## src/rtl/rr_arb_pkg.sv

```systemverilog
package rr_arb_pkg;

    localparam int unsigned DEF_CLIENTS = 16;

    // Reason a phase-B cycle takes a new decision
    typedef enum logic [1:0] {
        CAUSE_KEEP     = 2'd0,
        CAUSE_FORCED   = 2'd1,
        CAUSE_RELEASED = 2'd2,
        CAUSE_IDLE_REQ = 2'd3
    } rearb_cause_e;

endpackage

```

## src/rtl/rr_scan.sv

```systemverilog
module rr_scan #(
    parameter int unsigned N  = 16,
    parameter int unsigned PW = 4
) (
    input  logic [PW-1:0] start,
    input  logic [N-1:0]  req_n,
    output logic          hit,
    output logic [PW-1:0] win
);
    localparam logic [PW:0] NL = (PW+1)'(N);

    logic [PW:0] idx;

    always_comb begin
        hit = 1'b0;
        win = '0;
        idx = '0;
        for (int o = 0; o < N; o++) begin
            idx = {1'b0, start} + (PW+1)'(o);
            if (idx >= NL) idx = idx - NL;
            if (!hit && !req_n[idx[PW-1:0]]) begin
                hit = 1'b1;
                win = idx[PW-1:0];
            end
        end
    end
endmodule

```

## src/rtl/rr_state.sv

```systemverilog
module rr_state
    import rr_arb_pkg::*;
#(
    parameter int unsigned N  = 16,
    parameter int unsigned PW = 4,
    parameter int unsigned HW = 5
) (
    input  logic          clk,
    input  logic          rst,
    input  logic          ph_b_en,
    input  logic          force_n,
    input  logic [N-1:0]  req_n,
    input  logic          hit,
    input  logic [PW-1:0] win,
    output logic [HW-1:0] holder_q,
    output logic [PW-1:0] start_q
);
    localparam logic [HW-1:0] NONE = HW'(N);
    localparam logic [PW-1:0] LAST = PW'(N-1);

    rearb_cause_e cause;
    logic         owned;

    always_comb begin
        owned = (holder_q < NONE);
        if (!force_n)
            cause = CAUSE_FORCED;
        else if (owned && req_n[holder_q[PW-1:0]])
            cause = CAUSE_RELEASED;
        else if (!owned && !(&req_n))
            cause = CAUSE_IDLE_REQ;
        else
            cause = CAUSE_KEEP;
    end

    always_ff @(posedge clk) begin
        if (rst) begin
            holder_q <= NONE;
            start_q  <= '0;
        end else if (ph_b_en && cause != CAUSE_KEEP) begin
            if (hit) begin
                holder_q <= HW'(win);
                start_q  <= (win == LAST) ? '0 : win + 1'b1;
            end else begin
                holder_q <= NONE;
            end
        end
    end
endmodule

```

## src/rtl/rr_grant.sv

```systemverilog
module rr_grant #(
    parameter int unsigned N  = 16,
    parameter int unsigned HW = 5
) (
    input  logic          clk,
    input  logic          rst,
    input  logic          ph_a_en,
    input  logic [HW-1:0] holder,
    output logic [N-1:0]  gnt_n
);
    for (genvar i = 0; i < N; i++) begin : g_bit
        always_ff @(posedge clk) begin
            if (rst)
                gnt_n[i] <= 1'b1;
            else if (ph_a_en)
                gnt_n[i] <= (holder != HW'(i));
        end
    end
endmodule

```

## src/rtl/rr16_arbiter.sv

```systemverilog
module rr16_arbiter
    import rr_arb_pkg::*;
#(
    parameter int unsigned N = DEF_CLIENTS
) (
    input  logic         clk,
    input  logic         rst,
    input  logic         ph_a_en,
    input  logic         ph_b_en,
    input  logic         force_n,
    input  logic [N-1:0] req_n,
    output logic [N-1:0] gnt_n
);
    localparam int unsigned PW = (N > 1) ? $clog2(N) : 1;
    localparam int unsigned HW = $clog2(N + 1);

    logic          hit;
    logic [PW-1:0] win;
    logic [HW-1:0] holder_q;
    logic [PW-1:0] start_q;

    rr_scan #(.N(N), .PW(PW)) u_scan (
        .start (start_q),
        .req_n (req_n),
        .hit   (hit),
        .win   (win)
    );

    rr_state #(.N(N), .PW(PW), .HW(HW)) u_state (
        .clk      (clk),
        .rst      (rst),
        .ph_b_en  (ph_b_en),
        .force_n  (force_n),
        .req_n    (req_n),
        .hit      (hit),
        .win      (win),
        .holder_q (holder_q),
        .start_q  (start_q)
    );

    rr_grant #(.N(N), .HW(HW)) u_grant (
        .clk     (clk),
        .rst     (rst),
        .ph_a_en (ph_a_en),
        .holder  (holder_q),
        .gnt_n   (gnt_n)
    );
endmodule

```

## config.mk

```make
export PLATFORM = sky130hd
export DESIGN_NAME = rr16_arbiter
export DESIGN_NICKNAME = d
export VERILOG_FILES = /design/src/rtl/rr_arb_pkg.sv /design/src/rtl/rr_scan.sv /design/src/rtl/rr_state.sv /design/src/rtl/rr_grant.sv /design/src/rtl/rr16_arbiter.sv
export SDC_FILE = /design/constraint.sdc
export NUM_CORES = 1
export LEC_CHECK = 0
export CAP_MARGIN = 20
export CORE_AREA = 5 5 102 104
export DETAILED_ROUTE_END_ITERATION = 10
export DIE_AREA = 0 0 107 109
export DONT_BUFFER_PORTS = 1
export PLACE_DENSITY = 0.64
export SETUP_SLACK_MARGIN = 0.4
export SYNTH_ARGS = -nofsm -noshare
export SYNTH_HDL_FRONTEND = slang
export SYNTH_SLANG_ARGS = --single-unit
```

## constraint.sdc

```tcl
create_clock -name clk -period 14.4 [get_ports clk]
set_input_delay 0.72 -clock clk [delete_from_list [all_inputs] [get_ports clk]]
set_output_delay 0.72 -clock clk [all_outputs]
set_load 0.005 [all_outputs]
```

==> summary.txt, run 1 <==
outcome = finished, final reports clean
Congestion Overflow GR = 0
total power = 0.9900 mW
IR Drop Worst-Case VDD = 0.0001079 V
1st-iter DRT viols = 388
Final HPWL DP = 8805 um
Total Wirelength = 11840 um
fillcell total = 941
worst path arrival time = 6240 ps
global placer's final weighted congestion = 0.9377
Syn Nets = 446
Slew HR = 30.16%
Final WS setup = 8373 ps
layout cell share with drive strength beyond 1 = 18.50%
antenna violations before repair = 0
Seq cells post-synth = 25
final setup vio count = 0
kind of end point of the critical path = flip-flop
number of global-route vias before repair = 3457
Port Buffers = 0
vias = 3608
ranking of synthesized cells by area = mux4_2 18%, dfxtp_1 14%, mux2i_1 8.2%
Slew Limit Fails = 0
setup TNS = 0 ps
H-tree depth = 1
first-pass GRT wire length = 18620 um
final hold violations = 0
Die Y = 109 um
Clk pin slew, worst setup/hold paths = 100 ps
hold path depth = 1
Hold EP = u_state.start_q[1]
max incr delay on CP = 1180 ps
Post-Syn Instances = 417
Synth top area share = 18.39%
CTS Hold Bufs = 0
Fmax = 0.1659 GHz
all-layer global routing usage = 20.26%
post-CTS setup buffer count = 0
Pleak = 1.239 nW
Tcrit/Tclk final = 41.86%
Cell Area, Synth = 3675 um2
post-synthesis sequential area ratio = 13.62%
Post-DRT Antenna Nets = 0
CTS tree = done
Critical-path top delay cell = ha_1
drt wl/cell = 23.04 um
Hold Startpoint = rst
RR Startpoint = u_state.start_q[0]
Max-Cap Viols = 0
DRT Pass-1 Iters = 5
Critical Setup Path Class = reg2reg
area of placed instances = 3690 um2
Tmin final = 6027 ps
RSZ-0062 raised after global routing = false
Post-synth EDFFs = 0
Max FO, Critical Path = 30
die span in x = 107 um
Netlist cell types = 72
Clk Latency, worst-skew pair = 270 ps
Non-Filler Cell Area, Final = 3740 um2
Syn. warnings = 0
worst hold path type = in2reg
R2R setup slack = 8370 ps
# DRC = 0
Max clock buf depth = 2
CTS buffer count = 3
pre-CTS WS = 8507 ps
average cell area after synthesis = 8.812 um2
die area = 11660 um2
post-CTS sizing = 0
Layout Skew = 8.463 ps
Worst-Margin Slew = 1048 ps
worst reg2reg path depth = 14
CTS sink cnt = 25
I/O pin count = 37
CP startpoint kind = flip-flop
n_diodes = 0
Async S/R FF share, synth = 0%
CP cell instances = buf_4 -> clkinv_1 -> ha_1 -> mux2i_1 -> mux4_2 -> mux2i_4 -> nand4_1 -> nor2_1 -> nand4_1 -> o31ai_2 -> ha_1 -> and3b_1 -> o31ai_1 -> and2_1
Layout Nets = 430
root buffer cell = clkbuf_8
worst reg2reg endpoint = u_state.start_q[2]
largest net degree at the start of global routing = 31
P per Cell Area = 264.7 nW/um2
row cnt = 36
Initial Util = 38.85%
critical path data required time = 14620 ps
Core Region = 9459 um2
biggest area consumer among synthesized cells = mux4_2
top_reg_cell synth = dfxtp_1
Area Overhead vs Synth = 1.771%
DR vias/cell = 7.019
==> worst max-delay path by stage <==
stage	startpoint	end	slack (ps)	cells after the start
3_5_place_dp	u_state.start_q[0]	u_state.start_q[2]	8510	14
4_1_cts	u_state.start_q[0]	u_state.start_q[2]	8480	14
5_1_grt	u_state.start_q[0]	u_state.start_q[2]	7900	14
3_3_place_gp	u_state.start_q[0]	u_state.start_q[2]	8770	15
2_1_floorplan	u_state.start_q[1]	u_state.start_q[2]	9540	20
6_report	u_state.start_q[0]	u_state.start_q[2]	8370	14
==> cell usage after synthesis, types with 3 or more instances <==
cell	instances
a22oi_1	6
a221o_1	3
mux2_1	4
nand3_1	4
a32oi_1	4
dfxtp_1	25
o32ai_1	3
nor3_1	6
nand4_1	7
mux2_2	17
a31oi_1	4
nor4_1	4
buf_2	7
o21ai_0	14
nor2_1	26
xor2_1	3
nand2_1	55
and2_1	4
clkinv_1	3
inv_1	9
nor2b_1	5
o211ai_1	8
ha_1	8
xnor2_1	5
o22ai_1	21
buf_6	3
a21oi_1	15
o21a_1	3
nand3b_1	3
mux4_2	30
a211oi_1	7
clkbuf_1	12
nand2b_1	7
mux2i_1	30
a221oi_1	4
==> final cells by class <==
| class | count | area, um2 | share of cell area [%] |
|---|---|---|---|
| Clock inverter | 1 | 8.758 | 0.2342 |
| Multi-Input combinational cell | 354 | 2968 | 79.36 |
| Clock buffer | 3 | 41.29 | 1.104 |
| Inverter | 13 | 48.80 | 1.305 |
| Sequential cell | 25 | 500.5 | 13.38 |
| Timing Repair Buffer | 4 | 30.03 | 0.8029 |
| Tap cell | 114 | 142.6 | 3.814 |
==> per-stage QoR <==
| stage | util [%] | hold WS (ps) | instances |
|---|---|---|---|
| after floorplan | - | 475.8 | 417 |
| after global placement | 39.01 | 505.6 | 510 |
| after detailed placement | 39.01 | 504.2 | 510 |
| after CTS | 39.54 | 495.7 | 514 |
| after global routing | 39.54 | 485.0 | 514 |
| final | 39.54 | 504.4 | 514 |
==> where the power goes <==
group	leakage, nW	internal (mW)	total [mW]	switching [mW]
logic	1.01	0.342	0.853	0.511
registers	0.204	0.0785	0.0930	0.0145
clock network	0.0261	0.0203	0.0437	0.0235
total	1.24	0.441	0.990	0.549
==> flip-flops by register name (all words and copies together), names as in the netlist <==
signal	count
u_state.holder_q	5
u_grant.gnt_n	16
u_state.start_q	4
==> cells by family after synthesis <==
family / count (synthesis) / synth area share [%]
and+or+nand+nor: 138 / 19.07
AOI/OAI and AO/OA: 116 / 22.61
muxes: 83 / 34.01
buffers and inverters: 38 / 5.617
DFF: 25 / 13.62
xor gates and xnor gates: 9 / 2.350
adders and majority gates: 8 / 2.724
==> metal layers <==
metal  up-vias  track usage [%]  wire length, um  part of all wire, %
met5         -                0                0                    0
met1      1777            24.74             4741                   40
met2       187            35.12             5836                   49
li1       1611                -                -                    -
met3        33            3.967              858                  7.2
met4         0            8.219              404                  3.4
==> worst max-delay path, delay by kind of cell, from the launching register on <==
kind | cells | cell delay [ps]
flip-flops | 1 | 320
AND/OR/NAND/NOR | 5 | 1430
buffers and inverters | 2 | 940
adder cells (fa/ha/maj) | 2 | 1440
AO/OA/AOI/OAI | 2 | 640
multiplexers | 3 | 1170
==> cell usage in the layout (no fill, tap or decap), drive strengths merged, types with 5 or more instances in the layout <==
master	netlist	final
a211oi	7	7
a21oi	15	15
a22oi	6	6
and2	5	5
dfxtp	25	25
ha	8	8
inv	10	11
mux2	22	22
mux2i	31	31
mux4	30	30
nand2	55	55
nand2b	7	7
nand4	7	7
nor2	27	27
nor2b	5	5
nor3	6	6
o211ai	8	8
o21ai	15	15
o22ai	21	21
xnor2	6	6
No activity file was read; power rests on OpenSTA's default activity.
==> inputs of run 2 (changes only) <==
--- a/config.mk
+++ b/config.mk
@@ -10,7 +10,7 @@
 export DETAILED_ROUTE_END_ITERATION = 10
 export DIE_AREA = 0 0 107 109
 export DONT_BUFFER_PORTS = 1
-export PLACE_DENSITY = 0.64
+export PLACE_DENSITY = 0.66
 export SETUP_SLACK_MARGIN = 0.4
 export SYNTH_ARGS = -nofsm -noshare
 export SYNTH_HDL_FRONTEND = slang
==> constraint.sdc (replaced) <==
create_clock -name clk -period 5.5 [get_ports clk]
set_input_delay 0.275 -clock clk [delete_from_list [all_inputs] [get_ports clk]]
set_output_delay 0.275 -clock clk [all_outputs]
set_load 0.005 [all_outputs]
==> summary.txt, run 2 (synthesis results as in run 1) <==
Total Wirelength = 11400 um (-3.7%)
Port Buffers = 0 (unchanged)
Tmin final = 4517 ps (-1510 ps)
Critical Setup Path Class = reg2reg
final setup vio count = 0 (unchanged)
all-layer global routing usage = 19.88% (-0.38 points)
Clk Latency, worst-skew pair = 270 ps (about the same)
DR vias/cell = 6.961 (-0.83%)
H-tree depth = 1 (unchanged)
placed insts = 515 (+0.98%)
Max-Cap Viols = 0 (unchanged)
CTS tree = done
worst path arrival time = 4740 ps (-1500 ps)
Hold Startpoint = rst
Largest register FFs = 16 (unchanged)
Critical-path top delay cell = ha_2
setup TNS = 0 ps (unchanged)
Area Overhead vs Synth = 2.758%
worst reg2reg endpoint = u_state.start_q[2]
Post-DRT Antenna Nets = 0 (unchanged)
Tcrit/Tclk final = 82.13% (+40 points)
WP buf/inv = 1 (-1)
P per Cell Area = 684.7 nW/um2 (+160%)
die area = 11660 um2 (unchanged)
Initial Util = 38.85% (unchanged)
Max FO, Critical Path = 20 (-33%)
max incr delay on CP = 700 ps (-480 ps)
Max clock buf depth = 2 (unchanged)
Layout Skew = 8.457 ps (-0.005800 ps)
first-pass GRT wire length = 18640 um (about the same)
largest net degree at the start of global routing = 30 (-3.2%)
RR Startpoint = u_state.start_q[1]
RSZ-0062 raised after global routing = false
worst reg2reg path depth = 14 (unchanged)
n_diodes = 0 (unchanged)
Layout Nets = 435 (+1.2%)
Slew Limit Fails = 0 (unchanged)
Hold EP = u_state.start_q[3]
DRT Pass-1 Iters = 5 (unchanged)
R2R setup slack = 980 ps (-7390 ps)
# DRC = 0 (unchanged)
hold path depth = 1 (unchanged)
post-CTS setup buffer count = 0 (unchanged)
critical path data required time = 5720 ps (-8900 ps)
Most flops, register = u_grant.gnt_n
Worst-Margin Slew = 761.1 ps (-286.5 ps)
Finished Layout Cells = 519 (+0.97%)
Crit path depth = 14 (unchanged)
Slew HR = 47.81% (+18 points)
worst hold path type = in2reg
Die Y = 109 um (unchanged)
Pleak = 1.262 nW (+1.8%)
most frequent cells in the layout = 55 x nand2_1, 30 x mux4_2, 30 x mux2i_1
CP cell instances = inv_1 -> ha_2 -> mux2i_1 -> mux4_2 -> mux2i_4 -> nand4_1 -> or4_4 -> o32ai_1 -> nor3_1 -> o221ai_2 -> ha_1 -> and3b_1 -> o31ai_1 -> and2_1
vias = 3613 (+0.14%)
antenna violations before repair = 0 (unchanged)
I/O pin count = 37 (unchanged)
drt wl/cell = 21.97 um (-4.6%)
outcome = finished, final reports clean
Core Region = 9459 um2 (unchanged)
die span in x = 107 um (unchanged)
Clk pin slew, worst setup/hold paths = 90 ps (about the same)
kind of end point of the critical path = flip-flop
1st-iter DRT viols = 283 (-27%)
row cnt = 36 (unchanged)
CP startpoint kind = flip-flop
CTS buffer count = 3 (unchanged)
global placer's final weighted congestion = 1.017 (+8.5%)
Final HPWL DP = 8665 um (-1.6%)
Fmax = 0.2214 GHz (+33%)
Crit path max-delay family = simple AND/OR/NAND/NOR gates
IR Drop Worst-Case VDD = 0.0002070 V (+92%)
root buffer cell = clkbuf_8
commonest non-fill, non-tap cell in the layout = nand2_1
Top Registers = u_grant.gnt_n x16, u_state.holder_q x5, u_state.start_q x4
final hold violations = 0 (unchanged)
CTS sink cnt = 25 (unchanged)
Congestion Overflow GR = 0 (unchanged)
number of global-route vias before repair = 3396 (-1.8%)
layout cell share with drive strength beyond 1 = 19.75% (+1.3 points)
==> run 2: changes by cell type in the layout (fill, tap and decap cells not counted) <==
cell and change:
inv_6 -1, clkinv_2 +1, ha_2 +1, ha_1 -1, buf_4 +5
==> run 2: routing by layer <==
layer  track usage (%)  vias to the layer above  part of all wire [%]
met4             6.849                        0                   3.4
met5                 0                        -                     0
met1             25.42                     1714                    39
li1                  -                     1624                     -
met2             33.36                      239                    47
met3             4.263                       36                    11
==> run 2: final cells by class <==
cell class	instances	area [um2]
Tap cell	114	142.6
Sequential cell	25	500.5
Inverter	13	48.80
Multi-Input combinational cell	354	2970
Clock inverter	1	5.005
Fill cell	937	5683
Clock buffer	3	41.29
Timing Repair Buffer	9	67.56
==> run 2: worst max-delay path by stage <==
stage | start | to
finish | u_state.start_q[1] | u_state.start_q[2]
global route | u_state.start_q[1] | u_state.start_q[2]
CTS | u_state.start_q[1] | u_state.start_q[2]
detailed placement | u_state.start_q[1] | u_state.start_q[2]
global placement | u_state.start_q[1] | u_state.start_q[2]
floorplan | u_state.start_q[1] | u_state.start_q[2]
==> run 2: worst reg2reg max path, cell delays in order (launching register included) <==
cell	delay, ps
dfxtp_1	330
inv_1	150
ha_2	700
mux2i_1	230
mux4_2	590
mux2i_4	290
nand4_1	320
or4_4	640
o32ai_1	120
nor3_1	90
o221ai_2	230
ha_1	240
and3b_1	180
o31ai_1	210
and2_1	150
==> run 2: power breakdown <==
group	total [mW]	switching (mW)	internal, mW
clock network	0.107	0.0561	0.0506
registers	0.248	0.0421	0.206
logic	2.23	1.30	0.928
total	2.59	1.40	1.18
==> run 2: per-stage QoR <==
step	setup slack [ps]	area [um2]	hold slack [ps]	total power [mW]	util, %
2_1_floorplan	638.8	3675	462.0	2.008	-
3_3_place_gp	929.6	3727	346.7	2.427	39.40
3_5_place_dp	832.2	3727	346.6	2.428	39.40
6_report	982.7	3776	60.98	2.586	39.92
4_1_cts	789.2	3774	53.16	2.546	39.89
5_1_grt	643.2	3776	39.06	2.787	39.92
==> run 2: repair_timing <==
item / 4_1_cts / 5_1_grt
endpoints found under the setup margin: 0 / 1
resized for setup: 0 / 1
hold buffers: 0 / 0
==> inputs of run 3 (changes only) <==
--- a/config.mk
+++ b/config.mk
@@ -10,7 +10,7 @@
 export DETAILED_ROUTE_END_ITERATION = 10
 export DIE_AREA = 0 0 107 109
 export DONT_BUFFER_PORTS = 1
-export PLACE_DENSITY = 0.66
+export PLACE_DENSITY = 0.64
 export SETUP_SLACK_MARGIN = 0.4
 export SYNTH_ARGS = -nofsm -noshare
 export SYNTH_HDL_FRONTEND = slang
==> constraint.sdc (replaced) <==
create_clock -name clk -period 4.21 [get_ports clk]
set_input_delay 0.2105 -clock clk [delete_from_list [all_inputs] [get_ports clk]]
set_output_delay 0.2105 -clock clk [all_outputs]
set_load 0.005 [all_outputs]
==> summary.txt, run 3 (synthesis results as in run 1) <==
final setup vio count = 0 (unchanged)
final hold violations = 0 (unchanged)
total power = 4.230 mW (+64%)
kind of end point of the critical path = flip-flop
Port Buffers = 0 (unchanged)
Clk pin slew, worst setup/hold paths = 90 ps (about the same)
Max FO, Critical Path = 5 (-75%)
Fmax = 0.2521 GHz (+14%)
H-tree depth = 1 (unchanged)
CTS buffer count = 3 (unchanged)
largest net degree at the start of global routing = 30 (unchanged)
die span in x = 107 um (unchanged)
Die Y = 109 um (unchanged)
IR Drop Worst-Case VDD = 0.0004022 V (+94%)
Final HPWL DP = 9189 um (+6.0%)
Largest register FFs = 16 (unchanged)
Crit path max-delay family = simple AND/OR/NAND/NOR gates
CP startpoint kind = flip-flop
Most flops, register = u_grant.gnt_n
Tmin final = 3966 ps (-551.1 ps)
Area Overhead vs Synth = 19.17%
# DRC = 0 (unchanged)
die area = 11660 um2 (unchanged)
first-pass GRT wire length = 19830 um (+6.4%)
max incr delay on CP = 530 ps (-170 ps)
DRT Pass-1 Iters = 5 (unchanged)
most frequent cells in the layout = 54 x nand2_1, 43 x buf_4, 30 x mux4_2
drt wl/cell = 22.09 um (+0.55%)
I/O pin count = 37 (unchanged)
Total Wirelength = 12480 um (+9.5%)
number of global-route vias before repair = 3687 (+8.6%)
Tcrit/Tclk final = 94.21% (+12 points)
global placer's final weighted congestion = 0.9434 (-7.2%)
vias = 3764 (+4.2%)
Core Region = 9459 um2 (unchanged)
Critical-path top delay cell = mux4_2
Congestion Overflow GR = 0 (unchanged)
Max clock buf depth = 2 (unchanged)
worst path arrival time = 4180 ps (-560 ps)
setup TNS = 0 ps (unchanged)
DR vias/cell = 6.662 (-4.3%)
Critical Setup Path Class = reg2reg
layout cell share with drive strength beyond 1 = 33.04% (+13 points)
Max-Cap Viols = 0 (unchanged)
P per Cell Area = 966.0 nW/um2 (+41%)
Pleak = 1.536 nW (+22%)
R2R setup slack = 240 ps (-740 ps)
1st-iter DRT viols = 283 (unchanged)
Layout Nets = 481 (+11%)
WP buf/inv = 2 (+1)
all-layer global routing usage = 21.42% (+1.5 points)
RSZ-0062 raised after global routing = true
Layout Skew = 4.757 ps (-3.700 ps)
CP cell instances = inv_4 -> ha_4 -> buf_6 -> mux2i_2 -> mux4_2 -> mux2_4 -> or4_4 -> or4_4 -> o32ai_4 -> nor3_2 -> o221ai_2 -> ha_2 -> and3b_1 -> o31ai_2 -> and2_1
fillcell total = 898 (-4.2%)
outcome = finished, final reports clean
CTS sink cnt = 25 (unchanged)
Clk Latency, worst-skew pair = 260 ps (about the same)
antenna violations before repair = 0 (unchanged)
Slew HR = 59.36% (+12 points)
critical path data required time = 4420 ps (-1300 ps)
worst hold path type = in2reg
row cnt = 36 (unchanged)
Slew Limit Fails = 0 (unchanged)
Post-DRT Antenna Nets = 0 (unchanged)
Worst-Margin Slew = 592.6 ps (-168.5 ps)
commonest non-fill, non-tap cell in the layout = nand2_1
n_diodes = 0 (unchanged)
most frequent cell on the critical path = or4_4
root buffer cell = clkbuf_8
CTS tree = done
Top Registers = u_grant.gnt_n x16, u_state.holder_q x5, u_state.start_q x4
Initial Util = 38.85% (unchanged)
run 3: final timing paths:
check / from / endpoint / cells past startpoint
worst min-delay path: ph_a_en / u_grant.gnt_n[8] / 2
worst max register to register: u_state.start_q[0] / u_state.start_q[2] / 15
worst min register to register: u_grant.gnt_n[12] / u_grant.gnt_n[12] / 2
worst max-delay path: u_state.start_q[0] / u_state.start_q[2] / 15
run 3: cell type report:
type | count | area, um2 | share of cell area [%]
timing repair buffer | 55 | 499.2 | 11.40
inverter | 13 | 58.81 | 1.343
clock buffer | 3 | 41.29 | 0.9429
tap | 114 | 142.6 | 3.257
clock inverter | 1 | 7.507 | 0.1714
sequential | 25 | 509.2 | 11.63
multi-input combinational | 354 | 3120 | 71.26
run 3: what timing repair did:
item,4_1_cts,5_1_grt
resized for setup,28,17
hold buffers,1,1
pin swaps,14,11
endpoints found under the setup margin,4,6
buffers inserted,20,4
hold endpoints to repair,6,1
run 3: per-stage QoR:
stage / setup WS (ps) / std cells / instance area, um2 / hold WS (ps) / utilization, %
after CTS: 274.7 / 560 / 4269 / 1.141 / 45.13
after detailed placement: 33.23 / 535 / 3925 / 277.3 / 41.49
final: 243.7 / 565 / 4379 / 76.62 / 46.30
after global placement: 122.5 / 535 / 3925 / 275.1 / 41.49
after global routing: 84.57 / 565 / 4379 / 82.08 / 46.30
after floorplan: -180.2 / 417 / 3747 / 397.5 / -
run 3: per-layer routing:
metal / up-vias / wire length, um / global-route usage (%)
met1: 1810 / 4952 / 27.05
met5: - / 0 / 0
met4: 0 / 591 / 9.224
li1: 1713 / - / -
met2: 196 / 5880 / 36.02
met3: 45 / 1059 / 3.848
run 3: where the power goes:
part / internal, mW / total [mW] / switching, mW
registers: 0.273 / 0.340 / 0.0669
logic: 1.77 / 3.75 / 1.98
clock network: 0.0669 / 0.142 / 0.0749
